--- config.mk ---
export PLATFORM = sky130hd
export DESIGN_NAME = pgperm_check
export DESIGN_NICKNAME = d
export VERILOG_FILES = /design/src/rtl/pgperm_pkg.sv /design/src/rtl/pgperm_base_rights.sv /design/src/rtl/pgperm_key_filter.sv /design/src/rtl/pgperm_fault_code.sv /design/src/rtl/pgperm_check.sv
export SDC_FILE = /design/constraint.sdc
export NUM_CORES = 1
export LEC_CHECK = 0
export BUFFER_PORTS_ARGS = -buffer_cell sky130_fd_sc_hd__buf_2
export CORE_UTILIZATION = 35
export CTS_CLUSTER_SIZE = 8
export DETAILED_ROUTE_END_ITERATION = 16
export HOLD_SLACK_MARGIN = 0.1
export PLACE_DENSITY = 0.79
export SLEW_MARGIN = 20
export SYNTH_ARGS = -nofsm -noshare
export SYNTH_HDL_FRONTEND = slang
export SYNTH_SLANG_ARGS = --single-unit
--- constraint.sdc ---
create_clock -name clk -period 1.8 [get_ports clk]
set_clock_uncertainty 0.15 [all_clocks]
set_input_delay 0.09 -clock clk [delete_from_list [all_inputs] [get_ports clk]]
set_output_delay 0.09 -clock clk [all_outputs]
set_load 0.01 [all_outputs]
--- src/rtl/pgperm_pkg.sv ---
// Package pgperm_pkg
// Shared encodings for the page permission checker: access types,
// rights bit positions and error-code bit positions.
// Assumes the rights mask and access type use the same bit index.
package pgperm_pkg;

    typedef enum logic [1:0] {
        ACC_LOAD  = 2'd0,
        ACC_STORE = 2'd1,
        ACC_FETCH = 2'd2,
        ACC_ALT   = 2'd3
    } acc_e;

    localparam int RIGHT_W = 3;
    localparam int RT_RD   = 0;
    localparam int RT_WR   = 1;
    localparam int RT_EX   = 2;

    localparam int ERR_W  = 6;
    localparam int E_PRES = 0;
    localparam int E_WR   = 1;
    localparam int E_USR  = 2;
    localparam int E_RSV  = 3;
    localparam int E_FET  = 4;
    localparam int E_KEY  = 5;

    typedef logic [RIGHT_W-1:0] rights_t;

    // Rights bit that an access type needs (the alternate code reads).
    function automatic logic [1:0] need_idx(input acc_e a);
        case (a)
            ACC_STORE: need_idx = 2'(RT_WR);
            ACC_FETCH: need_idx = 2'(RT_EX);
            default:   need_idx = 2'(RT_RD);
        endcase
    endfunction

endpackage

--- src/rtl/pgperm_base_rights.sv ---
// Module pgperm_base_rights
// Derives the read/write/execute rights from the combined page bits and
// the mode controls, before any key restriction.
// Assumes the page bits are already combined across all walk levels.
module pgperm_base_rights
    import pgperm_pkg::*;
(
    input  logic    pg_user,
    input  logic    pg_write,
    input  logic    pg_nx,
    input  logic    acc_user,
    input  logic    ctl_wp,
    input  logic    ctl_guard,
    output rights_t base
);

    logic wr_ok;
    logic ex_ok;

    // Write: page writable, or supervisor with write-protect off.
    always_comb begin
        wr_ok = pg_write | (~acc_user & ~ctl_wp);
    end

    // Execute: no-execute clear and the supervisor guard not tripped.
    always_comb begin
        ex_ok = ~pg_nx & (acc_user | ~(ctl_guard & pg_user));
    end

    // Assemble the mask; reads are always granted here.
    always_comb begin
        base        = '0;
        base[RT_RD] = 1'b1;
        base[RT_WR] = wr_ok;
        base[RT_EX] = ex_ok;
    end

endmodule

--- src/rtl/pgperm_key_filter.sv ---
// Module pgperm_key_filter
// Turns the per-key rights word into a mask over read/write/execute.
// Each key owns two adjacent bits: the lower disables data access,
// the upper disables writes. Keys never remove execute.
module pgperm_key_filter
    import pgperm_pkg::*;
#(
    parameter  int KEY_BITS  = 4,
    localparam int NKEYS     = 1 << KEY_BITS,
    localparam int KEY_REG_W = 2 * NKEYS
) (
    input  logic                 pg_user,
    input  logic                 acc_user,
    input  logic                 ctl_wp,
    input  logic                 ctl_key_en,
    input  logic [KEY_BITS-1:0]  pg_key,
    input  logic [KEY_REG_W-1:0] key_rights,
    output logic                 key_active,
    output rights_t              key_mask
);

    logic [NKEYS-1:0] ad_vec;
    logic [NKEYS-1:0] wd_vec;

    // Split the rights word into per-key access- and write-disable lanes.
    for (genvar k = 0; k < NKEYS; k++) begin : g_lane
        assign ad_vec[k] = key_rights[2*k];
        assign wd_vec[k] = key_rights[2*k+1];
    end

    logic ad_sel;
    logic wd_sel;

    // Pick the lanes of the page's key.
    always_comb begin
        ad_sel = ad_vec[pg_key];
        wd_sel = wd_vec[pg_key];
    end

    // Keys matter only for user pages with keys on and a nonzero word.
    always_comb begin
        key_active = ctl_key_en & pg_user & (|key_rights);
    end

    // Build the mask; write-disable needs user mode or write-protect.
    always_comb begin
        key_mask = '1;
        if (key_active) begin
            if (ad_sel) begin
                key_mask[RT_RD] = 1'b0;
                key_mask[RT_WR] = 1'b0;
            end else if (wd_sel && (acc_user || ctl_wp)) begin
                key_mask[RT_WR] = 1'b0;
            end
        end
    end

endmodule

--- src/rtl/pgperm_fault_code.sv ---
// Module pgperm_fault_code
// Ranks the fault causes, forms the verdict and the rights to cache,
// and builds the error code. Precedence: not present, reserved,
// user on supervisor page, key denial, rights denial.
module pgperm_fault_code
    import pgperm_pkg::*;
(
    input  logic             walk_notpresent,
    input  logic             walk_rsvd,
    input  acc_e             acc,
    input  logic             acc_user,
    input  logic             pg_user,
    input  rights_t          base,
    input  rights_t          key_mask,
    input  logic             key_active,
    input  logic             ctl_nxe,
    input  logic             ctl_wide_pte,
    input  logic             ctl_guard,
    output logic             allow,
    output rights_t          rights,
    output logic [ERR_W-1:0] err
);

    rights_t    comb;
    logic [1:0] idx;
    logic       f_np, f_rsv, f_usr, f_key, f_prot, fault;

    // Merge the base rights with the key mask when keys apply.
    always_comb begin
        comb = key_active ? (base & key_mask) : base;
        idx  = need_idx(acc);
    end

    // Rank the fault causes so that exactly one of them wins.
    always_comb begin
        f_np   = walk_notpresent;
        f_rsv  = ~f_np & walk_rsvd;
        f_usr  = ~f_np & ~f_rsv & acc_user & ~pg_user;
        f_key  = ~f_np & ~f_rsv & ~f_usr & key_active & ~key_mask[idx];
        f_prot = ~f_np & ~f_rsv & ~f_usr & ~f_key & ~comb[idx];
        fault  = f_np | f_rsv | f_usr | f_key | f_prot;
    end

    // Verdict and cached rights; any fault clears the rights.
    always_comb begin
        allow  = ~fault;
        rights = fault ? '0 : comb;
    end

    // Error code, zero for allowed accesses.
    always_comb begin
        err = '0;
        if (fault) begin
            err[E_PRES] = f_rsv | f_usr | f_key | f_prot;
            err[E_WR]   = (acc == ACC_STORE);
            err[E_USR]  = acc_user;
            err[E_RSV]  = f_rsv;
            err[E_FET]  = (acc == ACC_FETCH) & ((ctl_nxe & ctl_wide_pte) | ctl_guard);
            err[E_KEY]  = f_key;
        end
    end

endmodule

--- src/rtl/pgperm_check.sv ---
// Module pgperm_check
// Top of the page permission checker. Combines the base rights, the key
// filter and the fault ranking, and registers the result for one cycle.
// Assumes the walk results are stable within the cycle of req_valid.
module pgperm_check
    import pgperm_pkg::*;
#(
    parameter  int KEY_BITS  = 4,
    localparam int KEY_REG_W = 2 * (1 << KEY_BITS)
) (
    input  logic                 clk,
    input  logic                 rst_n,
    input  logic                 req_valid,
    input  logic                 pg_user,
    input  logic                 pg_write,
    input  logic                 pg_nx,
    input  logic                 walk_notpresent,
    input  logic                 walk_rsvd,
    input  logic [1:0]           acc_type,
    input  logic                 acc_user,
    input  logic                 ctl_wp,
    input  logic                 ctl_nxe,
    input  logic                 ctl_wide_pte,
    input  logic                 ctl_sup_exec_guard,
    input  logic                 ctl_key_en,
    input  logic [KEY_BITS-1:0]  pg_key,
    input  logic [KEY_REG_W-1:0] key_rights,
    output logic                 rsp_valid,
    output logic                 rsp_allow,
    output logic [2:0]           rsp_rights,
    output logic [5:0]           rsp_err
);

    acc_e             acc;
    rights_t          base_r;
    rights_t          kmask;
    logic             kact;
    logic             allow_c;
    rights_t          rights_c;
    logic [ERR_W-1:0] err_c;

    // Give the raw access code its enumerated meaning.
    always_comb begin
        acc = acc_e'(acc_type);
    end

    pgperm_base_rights u_base (
        .pg_user   (pg_user),
        .pg_write  (pg_write),
        .pg_nx     (pg_nx),
        .acc_user  (acc_user),
        .ctl_wp    (ctl_wp),
        .ctl_guard (ctl_sup_exec_guard),
        .base      (base_r)
    );

    pgperm_key_filter #(.KEY_BITS(KEY_BITS)) u_key (
        .pg_user    (pg_user),
        .acc_user   (acc_user),
        .ctl_wp     (ctl_wp),
        .ctl_key_en (ctl_key_en),
        .pg_key     (pg_key),
        .key_rights (key_rights),
        .key_active (kact),
        .key_mask   (kmask)
    );

    pgperm_fault_code u_fault (
        .walk_notpresent (walk_notpresent),
        .walk_rsvd       (walk_rsvd),
        .acc             (acc),
        .acc_user        (acc_user),
        .pg_user         (pg_user),
        .base            (base_r),
        .key_mask        (kmask),
        .key_active      (kact),
        .ctl_nxe         (ctl_nxe),
        .ctl_wide_pte    (ctl_wide_pte),
        .ctl_guard       (ctl_sup_exec_guard),
        .allow           (allow_c),
        .rights          (rights_c),
        .err             (err_c)
    );

    // Register the verdict; idle cycles and reset leave zeros.
    always_ff @(posedge clk) begin
        if (!rst_n) begin
            rsp_valid  <= 1'b0;
            rsp_allow  <= 1'b0;
            rsp_rights <= '0;
            rsp_err    <= '0;
        end else begin
            rsp_valid  <= req_valid;
            rsp_allow  <= req_valid & allow_c;
            rsp_rights <= req_valid ? rights_c : '0;
            rsp_err    <= req_valid ? err_c : '0;
        end
    end

endmodule

# --- Word level (Yosys, flattened, before mapping) ---
# Index checks and enable logic that the tools add are counted.
word_totals:
  ff_bits: 11
  latch_bits: 0
  ram_bits: 0
  rom_bits: 0
  in_bits: 52
  elab_cells: 69
  memories: 0
classes:
  addsub: 0
  multipliers: 0
  div: 0
  magnitude_cmp: 2
  eq_ne: 2
  shift: 0
  n_mux: 14
  bitwise_logic: 42
  n_reduce_logical: 5
ops:
  columns: ["cell", "n"]
  rows:
  - ["OR reduction 32 bit", 1]
  - ["AND 1 bit", 17]
  - ["inverter 1 bit", 14]
  - ["OR 1 bit", 10]
  - ["binary-select mux 1 bit (select 4 bit)", 2]
  - ["two-way mux 1 bit", 7]
  - ["< comparator 4 x 5 -> 1 bit, second input constant", 1]
  - ["binary-select mux 1 bit (select 2 bit)", 2]
  - ["case mux 2 bit (2 select lines)", 1]
  - ["AND 3 bit", 1]
  - ["< comparator 2 x 3 -> 1 bit, second input constant", 1]
  - ["two-way mux 3 bit", 1]
  - ["AND reduction 3 bit", 1]
  - ["OR reduction 3 bit", 1]
  - ["== test 2 x 1 -> 1 bit, second input constant", 1]
  - ["== test 2 bit, second input constant", 1]
  - ["two-way mux 2 bit", 1]
  - ["logical AND 1 bit", 1]
  - ["logical OR 1 bit", 1]

# --- Longest topological paths before layout ---
logic_depth:
  depth_word: 16
  mapped_depth: 7
  depth_no_buf: 6

# --- Hierarchy ---
# A second synthesis with hierarchy kept.
hier_totals:
  cells_unflattened: 103
  area_unflattened_um2: 988.4
modules_own_cells:
  columns: ["mod", "instances", "cells_each", "area_each_um2", "seq_area_each_um2"]
  rows:
  - ["pgperm_key_filter", 1, 34, 387.9, 0.0]
  - ["pgperm_check", 1, 24, 309.0, 220.2]
  - ["pgperm_fault_code", 1, 38, 247.7, 0.0]
  - ["pgperm_base_rights", 1, 7, 43.8, 0.0]

# --- Worst setup path before layout ---
# No wires, ideal clock.
synth_path:
  path_kind: "input-to-reg"
  from: "input pg_key[3]"
  to: "register rsp_err[1]"
  setup_ns: 0.103
  arrival_time_ns: 1.511
  required_ns: 1.547
  path_slack_ns: 0.036
  stages: 7
  path_buffers: 1
  path_cell_list: "buf_6 > mux4_2 > mux2i_1 > or3_4 > a31oi_4 > nor2_2 > a2111oi_2"
synth_via:
  elab_chain_cells: 15
synth_lines:
  columns: ["item", "line_no", "source"]
  rows:
  - ["start, declared", "pgperm_check.sv:26", "input logic [KEY_BITS-1:0] pg_key,"]
  - ["binary-select mux 1 bit (select 4 bit)", "pgperm_key_filter.sv:37", "wd_sel = wd_vec[pg_key];"]
  - ["two-way mux 1 bit (implied by the code)", "pgperm_key_filter.sv:37", null]
  - ["logical AND 1 bit", "pgperm_key_filter.sv:52", "end else if (wd_sel && (acc_user || ctl_wp)) begin"]
  - ["two-way mux 1 bit", "pgperm_key_filter.sv:52", null]
  - ["two-way mux 1 bit", "pgperm_key_filter.sv:49", "if (ad_sel) begin"]
  - ["two-way mux 2 bit (*)", "pgperm_key_filter.sv:48", "if (key_active) begin"]
  - ["binary-select mux 1 bit (select 2 bit)", "pgperm_fault_code.sv:39", "f_key = ~f_np & ~f_rsv & ~f_usr & key_active & ~key_mask[idx];"]
  - ["two-way mux 1 bit (implied by the code)", "pgperm_fault_code.sv:39", null]
  - ["inverter 1 bit", "pgperm_fault_code.sv:39", null]
  - ["AND 1 bit", "pgperm_fault_code.sv:39", null]
  - ["inverter 1 bit", "pgperm_fault_code.sv:40", "f_prot = ~f_np & ~f_rsv & ~f_usr & ~f_key & ~comb[idx];"]
  - ["AND 1 bit (2 in series)", "pgperm_fault_code.sv:40", null]
  - ["OR 1 bit (*)", "pgperm_fault_code.sv:41", "fault = f_np | f_rsv | f_usr | f_key | f_prot;"]
  - ["AND reduction 3 bit (no source line) (*)", null, null]
  - ["end signal, assigned", "pgperm_check.sv:96", "rsp_err <= req_valid ? err_c : '0;"]
  - ["end, declared", "pgperm_check.sv:31", "output logic [5:0] rsp_err"]
# Mark *: on every way between the ends. The rest lies on a longest branch, timed or not. The select of a mux whose other input is x is not followed.
# A chain may end at the register's enable or synchronous reset.

# --- Final worst setup path ---
layout_path:
  from: "input acc_type[0]"
  to: "register rsp_err[0]"
layout_via:
  elab_chain_cells: 11
layout_lines:
  columns: ["item", "line_no", "source"]
  rows:
  - ["start, declared", "pgperm_check.sv:19", "input logic [1:0] acc_type,"]
  - ["== test 2 bit or == test 2 x 1 -> 1 bit (tied branches)", "pgperm_pkg.sv:31", "case (a)"]
  - ["case mux 2 bit (2 select lines) (*)", "pgperm_pkg.sv:31", null]
  - ["binary-select mux 1 bit (select 2 bit)", "pgperm_fault_code.sv:39", null]
  - ["two-way mux 1 bit (implied by the code)", "pgperm_fault_code.sv:39", null]
  - ["inverter 1 bit", "pgperm_fault_code.sv:39", null]
  - ["AND 1 bit", "pgperm_fault_code.sv:39", null]
  - ["inverter 1 bit", "pgperm_fault_code.sv:40", null]
  - ["AND 1 bit (2 in series)", "pgperm_fault_code.sv:40", null]
  - ["OR 1 bit", "pgperm_fault_code.sv:41", null]
  - ["AND reduction 3 bit (no source line)", null, null]
# Marked as above.

==> load_flow_metrics.sql <==
INSERT INTO impl_metrics (metric_group, metric, value, unit) VALUES
('run_status', 'run_status', 'finished, final reports clean', ''),
('sta', 'setup_viol', '0', ''),
('placement', 'hpwl', '1950', 'um'),
('routing', 'number_of_vias_per_cell_after_detailed_routing', '5.49', ''),
('worst_hold_path', 'worst_min_path_start', 'acc_user', ''),
('setup_path', 'critical_path.max_fanout', '4', ''),
('sta', 'finalCritPeriodShare', '95.2', '%'),
('logic_synthesis', 'syn_nets', '127', ''),
('final_layout', 'final_nets', '210', ''),
('placement', 'global_placement_routability_congestion', '0.852', ''),
('setup_path', 'start_kind', 'primary input', ''),
('routing', 'drt.antenna.violating_nets', '0', ''),
('logic_synthesis', 'yosysWarningCount', '0', ''),
('flow_run', 'drv_cap', '0', ''),
('cts', 'number_of_setup_buffers_added_after_cts', '0', ''),
('logic_synthesis', 'synth.ff_latch_count', '11', ''),
('power', 'total_power_divided_by_cell_area', '467', 'mW/mm^2'),
('final_layout', 'fillers', '183', ''),
('logic_synthesis', 'synth_cell_area', '833', 'um^2'),
('logic_synthesis', 'synthFlopType', 'dfxtp_1', ''),
('logic_synthesis', 'mean_area_per_synthesized_cell', '11.1', 'um^2'),
('routing', 'dr.first_iter.drc_count', '11', ''),
('logic_synthesis', 'synth_cells', '75', ''),
('global_route', 'pin_count_of_the_biggest_net_entering_global_routing', '8', ''),
('global_route', 'gr-usage-all-layers', '19.9', '%'),
('global_route', 'grt_remaining_overflow', '0', ''),
('worst_hold_path', 'whs_path_depth', '4', ''),
('die', 'die_width', '50.8', 'um'),
('die', 'floorplan.die.height', '50.8', 'um'),
('die', 'std_cell_rows', '17', ''),
('logic_synthesis', 'synth.most_common_cell', 'dfxtp_1', ''),
('setup_path', 'cp.arrival', '1.72', 'ns'),
('logic_synthesis', 'yosys-top-cells-count', 'dfxtp_1, nor4_1, mux4_1', ''),
('final_layout', 'drive_above_1_share', '51.6', '%'),
('placement', 'port-buffer-count', '62', ''),
('cts', 'clk_pin_slew_worst_paths', '0.06', 'ns'),
('setup_path', 'required', '1.81', 'ns'),
('routing', 'route.detailed.drc', '0', ''),
('cts', 'cts_made_buffers', '3', ''),
('die', 'fp.coreArea', '0.00223', 'mm^2'),
('global_route', 'antenna_violations_before_repair', '0', ''),
('worst_hold_path', 'hold_path_class', 'primary input to flip-flop', ''),
('cts', 'clock_tree.htree_level_count', '1', ''),
('setup_path', 'crit_type', 'primary input to flip-flop', ''),
('logic_synthesis', 'synth_area_leaders', 'dfxtp_1, mux4_1, nor4_1', ''),
('cts', 'max-clock-path-buffers', '2', ''),
('sta', 'rsz0062_at_grt', 'false', ''),
('die', 'design.portCount', '63', ''),
('routing', 'firstDrtPassIters', '4', ''),
('cts', 'cts_sinks', '11', ''),
('sta', 'hold_violations', '0', ''),
('final_layout', 'diodes', '0', ''),
('logic_synthesis', 'synth_enable_flop_cells', '0', ''),
('logic_synthesis', 'synth_largest_area_cell', 'dfxtp_1', ''),
('final_layout', 'seqCellArea', '220', 'um^2'),
('global_route', 'first_pass_grt_wire_length', '3910', 'um'),
('power', 'power.ir.vdd_worst', '0.324', 'mV'),
('sta', 'max_clock_freq', '0.584', 'GHz'),
('sta', 'post-route-worst-setup-slack', '0.0867', 'ns'),
('routing', 'wl_per_cell', '13.0', 'um'),
('logic_synthesis', 'ys_seq_area_share', '26.4', '%'),
('cts', 'clock_tree.root_cell', 'clkbuf_4', ''),
('placement', 'pre_cts_slack', '-0.141', 'ns'),
('worst_hold_path', 'holdPathEnd', 'rsp_rights[1]', ''),
('die', 'start_util', '37.3', '%'),
('routing', 'detail_route.wirelength', '2410', 'um'),
('logic_synthesis', 'synth_cell_types', '30', ''),
('power', 'power', '0.000641', 'W'),
('logic_synthesis', 'synthDominantCellAreaShare', '26.4', '%'),
('final_layout', 'multiInputGateArea', '579', 'um^2'),
('cts', 'cts_tree', 'done', ''),
('power', 'p_leak', '0.657', 'nW'),
('global_route', 'via_count_of_the_first_global_routing_pass', '963', ''),
('setup_path', 'worstSetupEndpointType', 'flip-flop', ''),
('sta', 'worstMarginPinSlew', '0.443', 'ns'),
('routing', 'detailroute.via_count', '1016', ''),
('final_layout', 'area_delta_synth_final', '64.6', '%'),
('die', 'floorplan.die_area', '0.00258', 'mm^2'),
('sta', 'final_critical_period', '1.71', 'ns'),
('sta', 'final_max_slew_viol_count', '0', ''),
('logic_synthesis', 'share_of_flip_flops_with_an_asynchronous_set_or_reset_after_synthesis', '0', '%'),
('sta', 'slew_headroom', '70.2', '%');
==> report_power, final <==
group / switching, W / internal, W / total [W]
Sequential: 0.00000118 / 0.000250 / 0.000251
Combinational: 0.000102 / 0.000132 / 0.000235
Clock: 0.0000697 / 0.0000854 / 0.000155
==> routing by layer <==
metal | routed length, um | up-vias | GRT usage (%)
li1 | - | 478 | -
met1 | 866 | 468 | 19.0
met2 | 1280 | 64 | 41.3
met3 | 201 | 6 | 2.73
met4 | 67 | 0 | 7.41
met5 | 0 | - | 0
==> flip-flops by register name (all words and copies together) (netlist names) <==
register	flops
rsp_err	6
rsp_rights	3
rsp_valid	1
rsp_allow	1
==> critical path: stages <==
cell,delay (ns)
buf_2,0.08
dlygate4sd3_1,0.54
inv_1,0.11
nor2_1,0.16
nand3b_1,0.13
a31oi_4,0.22
o21ai_2,0.10
a211oi_1,0.30
==> cell families (layout without fill, tap and decap cells) <==
kind of cell           after synthesis  in the layout  synth area share, %
buffers and inverters                7             89                 4.95
DFF                                 11             11                 26.4
and+or+nand+nor                     27             27                 19.8
AOI/OAI and AO/OA                   16             16                 17.1
muxes                               14             14                 31.7
==> worst max-delay path by stage <==
| stage | startpoint | endpoint | slack, ns | cells past startpoint |
|---|---|---|---|---|
| 6_report | acc_type[0] | rsp_err[0] | 0.09 | 8 |
| 5_1_grt | pg_key[3] | rsp_err[0] | 0.02 | 8 |
| 4_1_cts | req_valid | rsp_rights[0] | 0.03 | 7 |
| 3_5_place_dp | pg_key[3] | rsp_rights[2] | -0.14 | 7 |
| 3_3_place_gp | pg_key[3] | rsp_rights[2] | -0.09 | 7 |
| 2_1_floorplan | pg_key[3] | rsp_err[1] | 0.04 | 7 |
==> timing repair <==
item | 4_1_cts | 5_1_grt
endpoints found under the setup margin | 0 | 8
endpoints found under the hold margin | 10 | 0
hold buffers | 15 | 0
gates resized for setup | 0 | 4
==> area by class of cell <==
cell class	instances	area share, %
Multi-Input combinational cell	57	42.2
Timing Repair Buffer	81	36.1
Sequential cell	11	16.1
Tap cell	28	2.55
Clock buffer	4	1.92
Inverter	4	1.09
==> stage by stage <==
stage / utilization (%) / hold WS [ns] / std cells / cell area (um^2) / setup TNS, ns
global placement: 52.9 / 0.151 / 166 / 1180 / -0.409
CTS: 60.8 / 0.128 / 185 / 1360 / 0
detailed placement: 52.9 / 0.148 / 166 / 1180 / -0.740
finish: 61.4 / 0.156 / 185 / 1370 / 0
global route: 61.4 / 0.180 / 185 / 1370 / 0
floorplan: - / 0.0161 / 75 / 833 / 0
==> layout by cell type, fill, tap and decap left out, drive strengths merged <==
cell / instances
buf: 66
dlygate4sd3: 13
dfxtp: 11
nor4: 9
mux4: 8
mux2i: 5
nor2: 5
inv: 4
a211oi: 4
clkbuf: 4
nand2: 3
a21oi: 3
o21ai: 3
nand3b: 2
nand4: 2
dlymetal6s4s: 2
a31oi: 2
and4: 2
o21a: 1
mux2: 1
or3: 1
o211ai: 1
o31ai: 1
nor2b: 1
nor3: 1
nor3b: 1
a2111oi: 1
Note: power is estimated with default switching activity, not from simulation.
